## src/rtl/cs_bus_timer_pkg.sv

```systemverilog
package cs_bus_timer_pkg;

   localparam int DUR_W = 4;

   typedef enum logic [2:0] {
      PH_IDLE   = 3'd0,
      PH_ADDR   = 3'd1,
      PH_SETUP  = 3'd2,
      PH_STROBE = 3'd3,
      PH_HOLD   = 3'd4,
      PH_DONE   = 3'd5
   } phase_e;

   typedef struct packed {
      logic [DUR_W-1:0] addr_t;
      logic [DUR_W-1:0] setup_t;
      logic [DUR_W-1:0] hold_t;
   } dur_t;

endpackage

```

## src/rtl/cs_bus_cfg_resolve.sv

```systemverilog
module cs_bus_cfg_resolve
   import cs_bus_timer_pkg::*;
#(
   parameter int SEL_W = 2
) (
   input  logic [SEL_W-1:0]          space_i,
   input  logic                      rnw_i,
   input  logic [1:0]                addr_dly_i,
   input  logic [1:0]                wr_sh_i,
   input  logic [SEL_W-1:0]          wr_sel_i,
   input  logic [2*(1<<SEL_W)-1:0]   rd_hold_i,
   input  logic [(1<<SEL_W)-1:0]     rd_en_i,
   input  logic [(1<<SEL_W)-1:0]     recov_i,
   output dur_t                      dur_o
);
   localparam int NSPACE = 1 << SEL_W;

   logic [1:0]       rh_arr [NSPACE];
   logic             adjust;
   logic [DUR_W-1:0] addr_ticks;

   for (genvar g = 0; g < NSPACE; g++) begin : g_rh
      assign rh_arr[g] = rd_hold_i[2*g +: 2];
   end

   assign adjust = !recov_i[space_i] &&
                   (rnw_i ? rd_en_i[space_i] : (space_i == wr_sel_i));

   always_comb begin
      unique case (addr_dly_i)
         2'd0:    addr_ticks = DUR_W'(0);
         2'd1:    addr_ticks = DUR_W'(2);
         default: addr_ticks = DUR_W'(4);
      endcase
   end

   always_comb begin
      dur_o = '0;
      if (adjust) begin
         dur_o.addr_t = addr_ticks;
         if (rnw_i) begin
            dur_o.hold_t = DUR_W'({rh_arr[space_i], 1'b0});
         end else begin
            dur_o.setup_t = DUR_W'({wr_sh_i, 1'b1});
            dur_o.hold_t  = DUR_W'({wr_sh_i, 1'b1});
         end
      end
   end

endmodule

```

## src/rtl/cs_bus_phase_seq.sv

```systemverilog
module cs_bus_phase_seq
   import cs_bus_timer_pkg::*;
#(
   parameter int STROBE_TICKS = 4
) (
   input  logic   clk,
   input  logic   rst_n,
   input  logic   start_i,
   input  dur_t   dur_i,
   output phase_e phase_o,
   output logic   last_strobe_o
);
   phase_e           phase_q, phase_d;
   logic [DUR_W-1:0] cnt_q, cnt_d;
   dur_t             dur_q, dur_d;

   initial begin : chk_params
      assert (STROBE_TICKS >= 1 && STROBE_TICKS < (1 << DUR_W))
         else $error("STROBE_TICKS out of range");
   end

   function automatic logic [DUR_W-1:0] ph_len(phase_e p, dur_t d);
      case (p)
         PH_ADDR:   return d.addr_t;
         PH_SETUP:  return d.setup_t;
         PH_STROBE: return DUR_W'(STROBE_TICKS);
         PH_HOLD:   return d.hold_t;
         default:   return DUR_W'(1);
      endcase
   endfunction

   function automatic phase_e first_live(phase_e p, dur_t d);
      phase_e q = p;
      for (int i = 0; i < 3; i++) begin
         if (ph_len(q, d) == '0) q = phase_e'(q + 3'd1);
      end
      return q;
   endfunction

   always_comb begin
      phase_d = phase_q;
      cnt_d   = cnt_q;
      dur_d   = dur_q;
      case (phase_q)
         PH_IDLE: begin
            if (start_i) begin
               dur_d   = dur_i;
               phase_d = first_live(PH_ADDR, dur_i);
               cnt_d   = ph_len(phase_d, dur_i) - DUR_W'(1);
            end
         end
         PH_DONE: phase_d = PH_IDLE;
         default: begin
            if (cnt_q == '0) begin
               phase_d = first_live(phase_e'(phase_q + 3'd1), dur_q);
               cnt_d   = ph_len(phase_d, dur_q) - DUR_W'(1);
            end else begin
               cnt_d = cnt_q - DUR_W'(1);
            end
         end
      endcase
   end

   always_ff @(posedge clk or negedge rst_n) begin
      if (!rst_n) begin
         phase_q <= PH_IDLE;
         cnt_q   <= '0;
         dur_q   <= '0;
      end else begin
         phase_q <= phase_d;
         cnt_q   <= cnt_d;
         dur_q   <= dur_d;
      end
   end

   assign phase_o       = phase_q;
   assign last_strobe_o = (phase_q == PH_STROBE) && (cnt_q == '0);

endmodule

```

## src/rtl/cs_bus_select_dec.sv

```systemverilog
module cs_bus_select_dec #(
   parameter int SEL_W = 2
) (
   input  logic                  active_i,
   input  logic [SEL_W-1:0]      space_i,
   output logic [(1<<SEL_W)-1:0] cs_n_o
);
   localparam int NSPACE = 1 << SEL_W;

   for (genvar g = 0; g < NSPACE; g++) begin : g_cs
      assign cs_n_o[g] = !(active_i && (space_i == SEL_W'(g)));
   end

endmodule

```

## src/rtl/cs_bus_timer.sv

```systemverilog
module cs_bus_timer
   import cs_bus_timer_pkg::*;
#(
   parameter int ADDR_W       = 24,
   parameter int DATA_W       = 16,
   parameter int SEL_W        = 2,
   parameter int STROBE_TICKS = 4,
   localparam int NSPACE      = 1 << SEL_W
) (
   input  logic                clk,
   input  logic                rst_n,
   input  logic                start_i,
   input  logic                rnw_i,
   input  logic [SEL_W-1:0]    space_i,
   input  logic [ADDR_W-1:0]   addr_i,
   input  logic [DATA_W-1:0]   wdata_i,
   input  logic [1:0]          cfg_addr_dly_i,
   input  logic [1:0]          cfg_wr_sh_i,
   input  logic [SEL_W-1:0]    cfg_wr_sel_i,
   input  logic [2*NSPACE-1:0] cfg_rd_hold_i,
   input  logic [NSPACE-1:0]   cfg_rd_en_i,
   input  logic [NSPACE-1:0]   cfg_recov_i,
   input  logic [DATA_W-1:0]   bus_rdata_i,
   output logic [ADDR_W-1:0]   bus_addr_o,
   output logic [NSPACE-1:0]   bus_cs_n_o,
   output logic                bus_rd_n_o,
   output logic                bus_wr_n_o,
   output logic                bus_rnw_o,
   output logic [DATA_W-1:0]   bus_wdata_o,
   output logic                busy_o,
   output logic                done_o,
   output logic [DATA_W-1:0]   rdata_o
);
   initial begin : chk_params
      assert (ADDR_W > 0 && DATA_W > 0 && SEL_W > 0)
         else $error("cs_bus_timer: widths must be positive");
   end

   dur_t              dur;
   phase_e            phase;
   logic              last_strobe;
   logic              accept;
   logic              sel_active;
   logic [ADDR_W-1:0] addr_q;
   logic [DATA_W-1:0] wdata_q;
   logic [DATA_W-1:0] rdata_q;
   logic [SEL_W-1:0]  space_q;
   logic              rnw_q;

   assign busy_o = (phase != PH_IDLE);
   assign accept = start_i && !busy_o;

   cs_bus_cfg_resolve #(.SEL_W(SEL_W)) resolve_i (
      .space_i    (space_i),
      .rnw_i      (rnw_i),
      .addr_dly_i (cfg_addr_dly_i),
      .wr_sh_i    (cfg_wr_sh_i),
      .wr_sel_i   (cfg_wr_sel_i),
      .rd_hold_i  (cfg_rd_hold_i),
      .rd_en_i    (cfg_rd_en_i),
      .recov_i    (cfg_recov_i),
      .dur_o      (dur)
   );

   cs_bus_phase_seq #(.STROBE_TICKS(STROBE_TICKS)) seq_i (
      .clk           (clk),
      .rst_n         (rst_n),
      .start_i       (accept),
      .dur_i         (dur),
      .phase_o       (phase),
      .last_strobe_o (last_strobe)
   );

   always_ff @(posedge clk or negedge rst_n) begin
      if (!rst_n) begin
         addr_q  <= '0;
         wdata_q <= '0;
         space_q <= '0;
         rnw_q   <= 1'b1;
         rdata_q <= '0;
      end else begin
         if (accept) begin
            addr_q  <= addr_i;
            wdata_q <= wdata_i;
            space_q <= space_i;
            rnw_q   <= rnw_i;
         end
         if (last_strobe && rnw_q) rdata_q <= bus_rdata_i;
      end
   end

   assign sel_active = (phase == PH_SETUP) || (phase == PH_STROBE) ||
                       (phase == PH_HOLD);

   cs_bus_select_dec #(.SEL_W(SEL_W)) dec_i (
      .active_i (sel_active),
      .space_i  (space_q),
      .cs_n_o   (bus_cs_n_o)
   );

   assign bus_rd_n_o  = !((phase == PH_STROBE) && rnw_q);
   assign bus_wr_n_o  = !((phase == PH_STROBE) && !rnw_q);
   assign bus_addr_o  = addr_q;
   assign bus_wdata_o = wdata_q;
   assign bus_rnw_o   = rnw_q;
   assign done_o      = (phase == PH_DONE);
   assign rdata_o     = rdata_q;

   AST_ONE_SELECT: assert property (@(posedge clk) disable iff (!rst_n)
      $onehot0(~bus_cs_n_o));
   AST_STROBE_EXCL: assert property (@(posedge clk) disable iff (!rst_n)
      !(!bus_rd_n_o && !bus_wr_n_o));
   AST_STROBE_IN_SELECT: assert property (@(posedge clk) disable iff (!rst_n)
      (!bus_rd_n_o || !bus_wr_n_o) |-> (bus_cs_n_o != {NSPACE{1'b1}}));
   AST_DONE_PULSE: assert property (@(posedge clk) disable iff (!rst_n)
      done_o |=> (!done_o && !busy_o));
   AST_DONE_SELECT_HIGH: assert property (@(posedge clk) disable iff (!rst_n)
      done_o |-> (bus_cs_n_o == {NSPACE{1'b1}}));
   AST_ADDR_STABLE: assert property (@(posedge clk) disable iff (!rst_n)
      (busy_o && $past(busy_o)) |-> ($stable(bus_addr_o) && $stable(bus_rnw_o)));

endmodule

```

## config.mk

```make
export PLATFORM = sky130hd
export DESIGN_NAME = cs_bus_timer
export DESIGN_NICKNAME = d
export VERILOG_FILES = /design/src/rtl/cs_bus_timer_pkg.sv /design/src/rtl/cs_bus_cfg_resolve.sv /design/src/rtl/cs_bus_phase_seq.sv /design/src/rtl/cs_bus_select_dec.sv /design/src/rtl/cs_bus_timer.sv
export SDC_FILE = /design/constraint.sdc
export NUM_CORES = 1
export LEC_CHECK = 0
export BUFFER_PORTS_ARGS = -buffer_cell sky130_fd_sc_hd__buf_2
export CORE_MARGIN = 10
export CORE_UTILIZATION = 36
export DETAILED_ROUTE_END_ITERATION = 10
export PLACE_DENSITY = 0.69
export REMOVE_ABC_BUFFERS = 1
export SYNTH_ARGS = -nofsm -noshare
export SYNTH_HDL_FRONTEND = slang
export SYNTH_SLANG_ARGS = --single-unit
```

## constraint.sdc

```tcl
create_clock -name clk -period 13.1 [get_ports clk]
set_input_delay 1.31 -clock clk [delete_from_list [all_inputs] [get_ports clk]]
set_output_delay 1.31 -clock clk [all_outputs]
set_load 0.005 [all_outputs]
```

==> metrics.txt <==
cell depth of the worst hold path 1; average vias per placed instance 5.32; R2R depth 27; final cycle utilization of the critical path 0.491; proportion of synthesized chip area in sequential cells 0.437; Filler Cells Inserted 1,091; most frequent cell on the critical path ha_1; clock sink count 73; later-pin clock latency in the skew report 0.33 ns; Slew Limit Fails 0; Arr. time, crit path 6.62 ns; Avg Cell Area, Syn 11.2 sq um; reg2reg start seq_i.phase_o[0]; combined global-route utilization of all metal layers 0.149; Post-synth top flop dfrtp_1; final cell count without fillers 671; IO Pins 149; initial drt markers 196; path type of the worst setup path reg2reg; flops & latches, synth 73; Critical Path Source Type flop; clock input transition at the sequential cells of the worst setup and hold paths 0.05 ns; highest fanout seen on the critical path 11; Bufs on Longest Clock Path 2; CTS Root Cell clkbuf_16; setup bufs post-CTS 0; n_diodes 0; fin crit period 6.43 ns; Die Ht 128 um; final RePlAce weighted congestion 0.899; largest net degree at the start of global routing 74; count of H-tree levels built during CTS 3; cell with the largest stage delay on the worst path dfrtp_1; number of antenna violations at the first check in global routing 0; total count of hold-check failures in the final report 0; largest clock skew in the final design 0.00412 ns; fraction of layout instances using a drive strength above 1 0.485; placed instance area 5070 sq um; global-route wire length before repair 19,800 um; initial standard-cell utilization of the core 0.366; slack of the critical path 6.67 ns; area growth from synthesis to layout 28.2%; min-delay src bus_wdata_o[10]; worst slack, placed 6.77 ns; standard-cell rows 39; CTS-repair resized insts 0; average routed wire per standard cell 18.1 um; overflow left after global routing 0; Routed Wire Length 12,200 um; post-route cell area 5360 sq um; Crit. End Element flop; class of the tightest hold or removal check reg2reg; synth warn 0; number of enable flip-flop cells after synthesis 0; post-synth design cell area 4180 sq um; worst slew margin relative to its limit 0.129; Netlist cell types 75; setup TNS 0 ns; async set or reset register ratio after synthesis 1.00; Sequential cell area 1830 sq um; number of instances in the placed design 655; worst hold endpoint bus_wdata_o[10]; data required time of the critical path 13.29 ns; overall die width 128 um; DPL Wire Length 9680 um; count of antenna-violating nets left after detailed routing 0; detailed-router iteration count before antenna repair 6; total via count after detailed routing 3,567; multi-input logic area 2240 sq um; Total Die Area 16,300 sq um; placeable core region 11,400 sq um; reg-to-reg critical path endpoint seq_i.cnt_q[2]; CP startpoint seq_i.phase_o[0]; via count of the first global-routing pass 3,805; clock tree from TritonCTS built; largest stage delay on the critical path 0.48 ns; # nets final 625; maximum achievable frequency 0.155 GHz; Hold Buf Count CTS 0; number of max-cap violations 0; Setup-failing EPs final 0; number of clock buffers inserted by TritonCTS 9; drt drc 0; cell count after synthesis 373; run status finished, final reports clean; reg-to-reg slack, setup 6.67 ns; unrepaired setup endpoints after global routing false; quantity of I/O buffers inserted on ports 148; slew at the pin with the worst max-slew slack 1.30 ns
==> worst max-delay path by stage <==
stage | to | slack [ns] | cells past startpoint
after floorplan | seq_i.cnt_q[2] | 7.39 | 27
after global placement | seq_i.cnt_q[2] | 7.02 | 27
after detailed placement | seq_i.cnt_q[2] | 6.77 | 27
after CTS | seq_i.cnt_q[2] | 6.72 | 27
after global routing | seq_i.cnt_q[2] | 6.17 | 27
final | seq_i.cnt_q[2] | 6.67 | 27
==> final cells by class <==
type	instances	area share
repair buffers	151	0.142
clock inverters	3	0.00747
well taps	143	0.0334
multi-input cells	273	0.418
inverters	15	0.0110
clock buffers	13	0.0467
flip-flops and latches	73	0.341
==> registers in the layout, indices dropped and copies added (netlist names) <==
name and count:
bus_rnw_o 1, seq_i.dur_q 7, bus_addr_o 24, bus_wdata_o 16
space_q 2, rdata_o 16, seq_i.phase_o 3, seq_i.cnt_q 4
==> layout by cell type, fill, tap and decap left out, types with 4 or more instances in the layout <==
cell and instances:
dfrtp_1 72, mux2_2 62, a211oi_1 4, mux2i_1 4, nor2b_1 5, nor2_1 25, a21oi_1 14, ha_1 18
o31ai_1 6, inv_1 11, o211ai_1 4, nand3_1 5, buf_2 148, nand2b_1 6, o21ai_0 13, nor3_1 4
clkbuf_16 9, nand2_1 26, a21o_1 4
==> metal layers <==
layer | vias to the layer above | wire length [um] | track usage
met5 | - | 0 | 0
met4 | 0 | 194 | 0.0444
met3 | 16 | 1700 | 0.0943
met2 | 160 | 5760 | 0.241
met1 | 1718 | 4500 | 0.156
li1 | 1673 | - | -
==> synthesized netlist by cell type, types with 4 or more instances <==
cell      count  share of area
mux2i_1       4         0.0096
nand2_1      27          0.024
dfrtp_1      72           0.43
nor2_1       25          0.022
clkbuf_1      8         0.0072
nand3_1       5         0.0060
a211oi_1      4         0.0072
o31ai_1       6          0.011
nor3_1        4         0.0048
nand2b_1      6         0.0090
a21o_1        4         0.0072
a21oi_1      14          0.017
o211ai_1      4         0.0072
o21ai_0      13          0.016
ha_1         18          0.054
inv_1        11         0.0099
mux2_2       62           0.17
nor2b_1       5         0.0075
==> metrics by stage <==
step	util	hold slack (ns)
after floorplan	-	0.486
after global placement	0.444	0.483
after detailed placement	0.444	0.488
after CTS	0.470	0.501
after global routing	0.470	0.515
final	0.470	0.498
==> critical path, delay by kind of cell (launching register included) <==
family | cells | cell delay, ns
AO/OA/AOI/OAI | 10 | 1.73
XOR/XNOR | 1 | 0.15
adder cells (fa/ha/maj) | 7 | 1.81
buffers and inverters | 2 | 0.14
flip-flops | 1 | 0.48
multiplexers | 2 | 0.66
AND/OR/NAND/NOR | 5 | 1.30
==> cell families (layout without fill, tap and decap cells) <==
family | count (synthesis) | in the layout | synth area share
and+or+nand+nor | 100 | 100 | 0.128
adders and majority gates | 18 | 18 | 0.0538
xor gates and xnor gates | 3 | 3 | 0.00628
buffers and inverters | 27 | 182 | 0.0272
DFF | 73 | 73 | 0.437
AOI/OAI and AO/OA | 83 | 83 | 0.156
muxes | 69 | 69 | 0.191
Power is left out: the tool's default activity adds up to more than one toggle a clock period on the data nets, which glitch-free logic cannot reach.
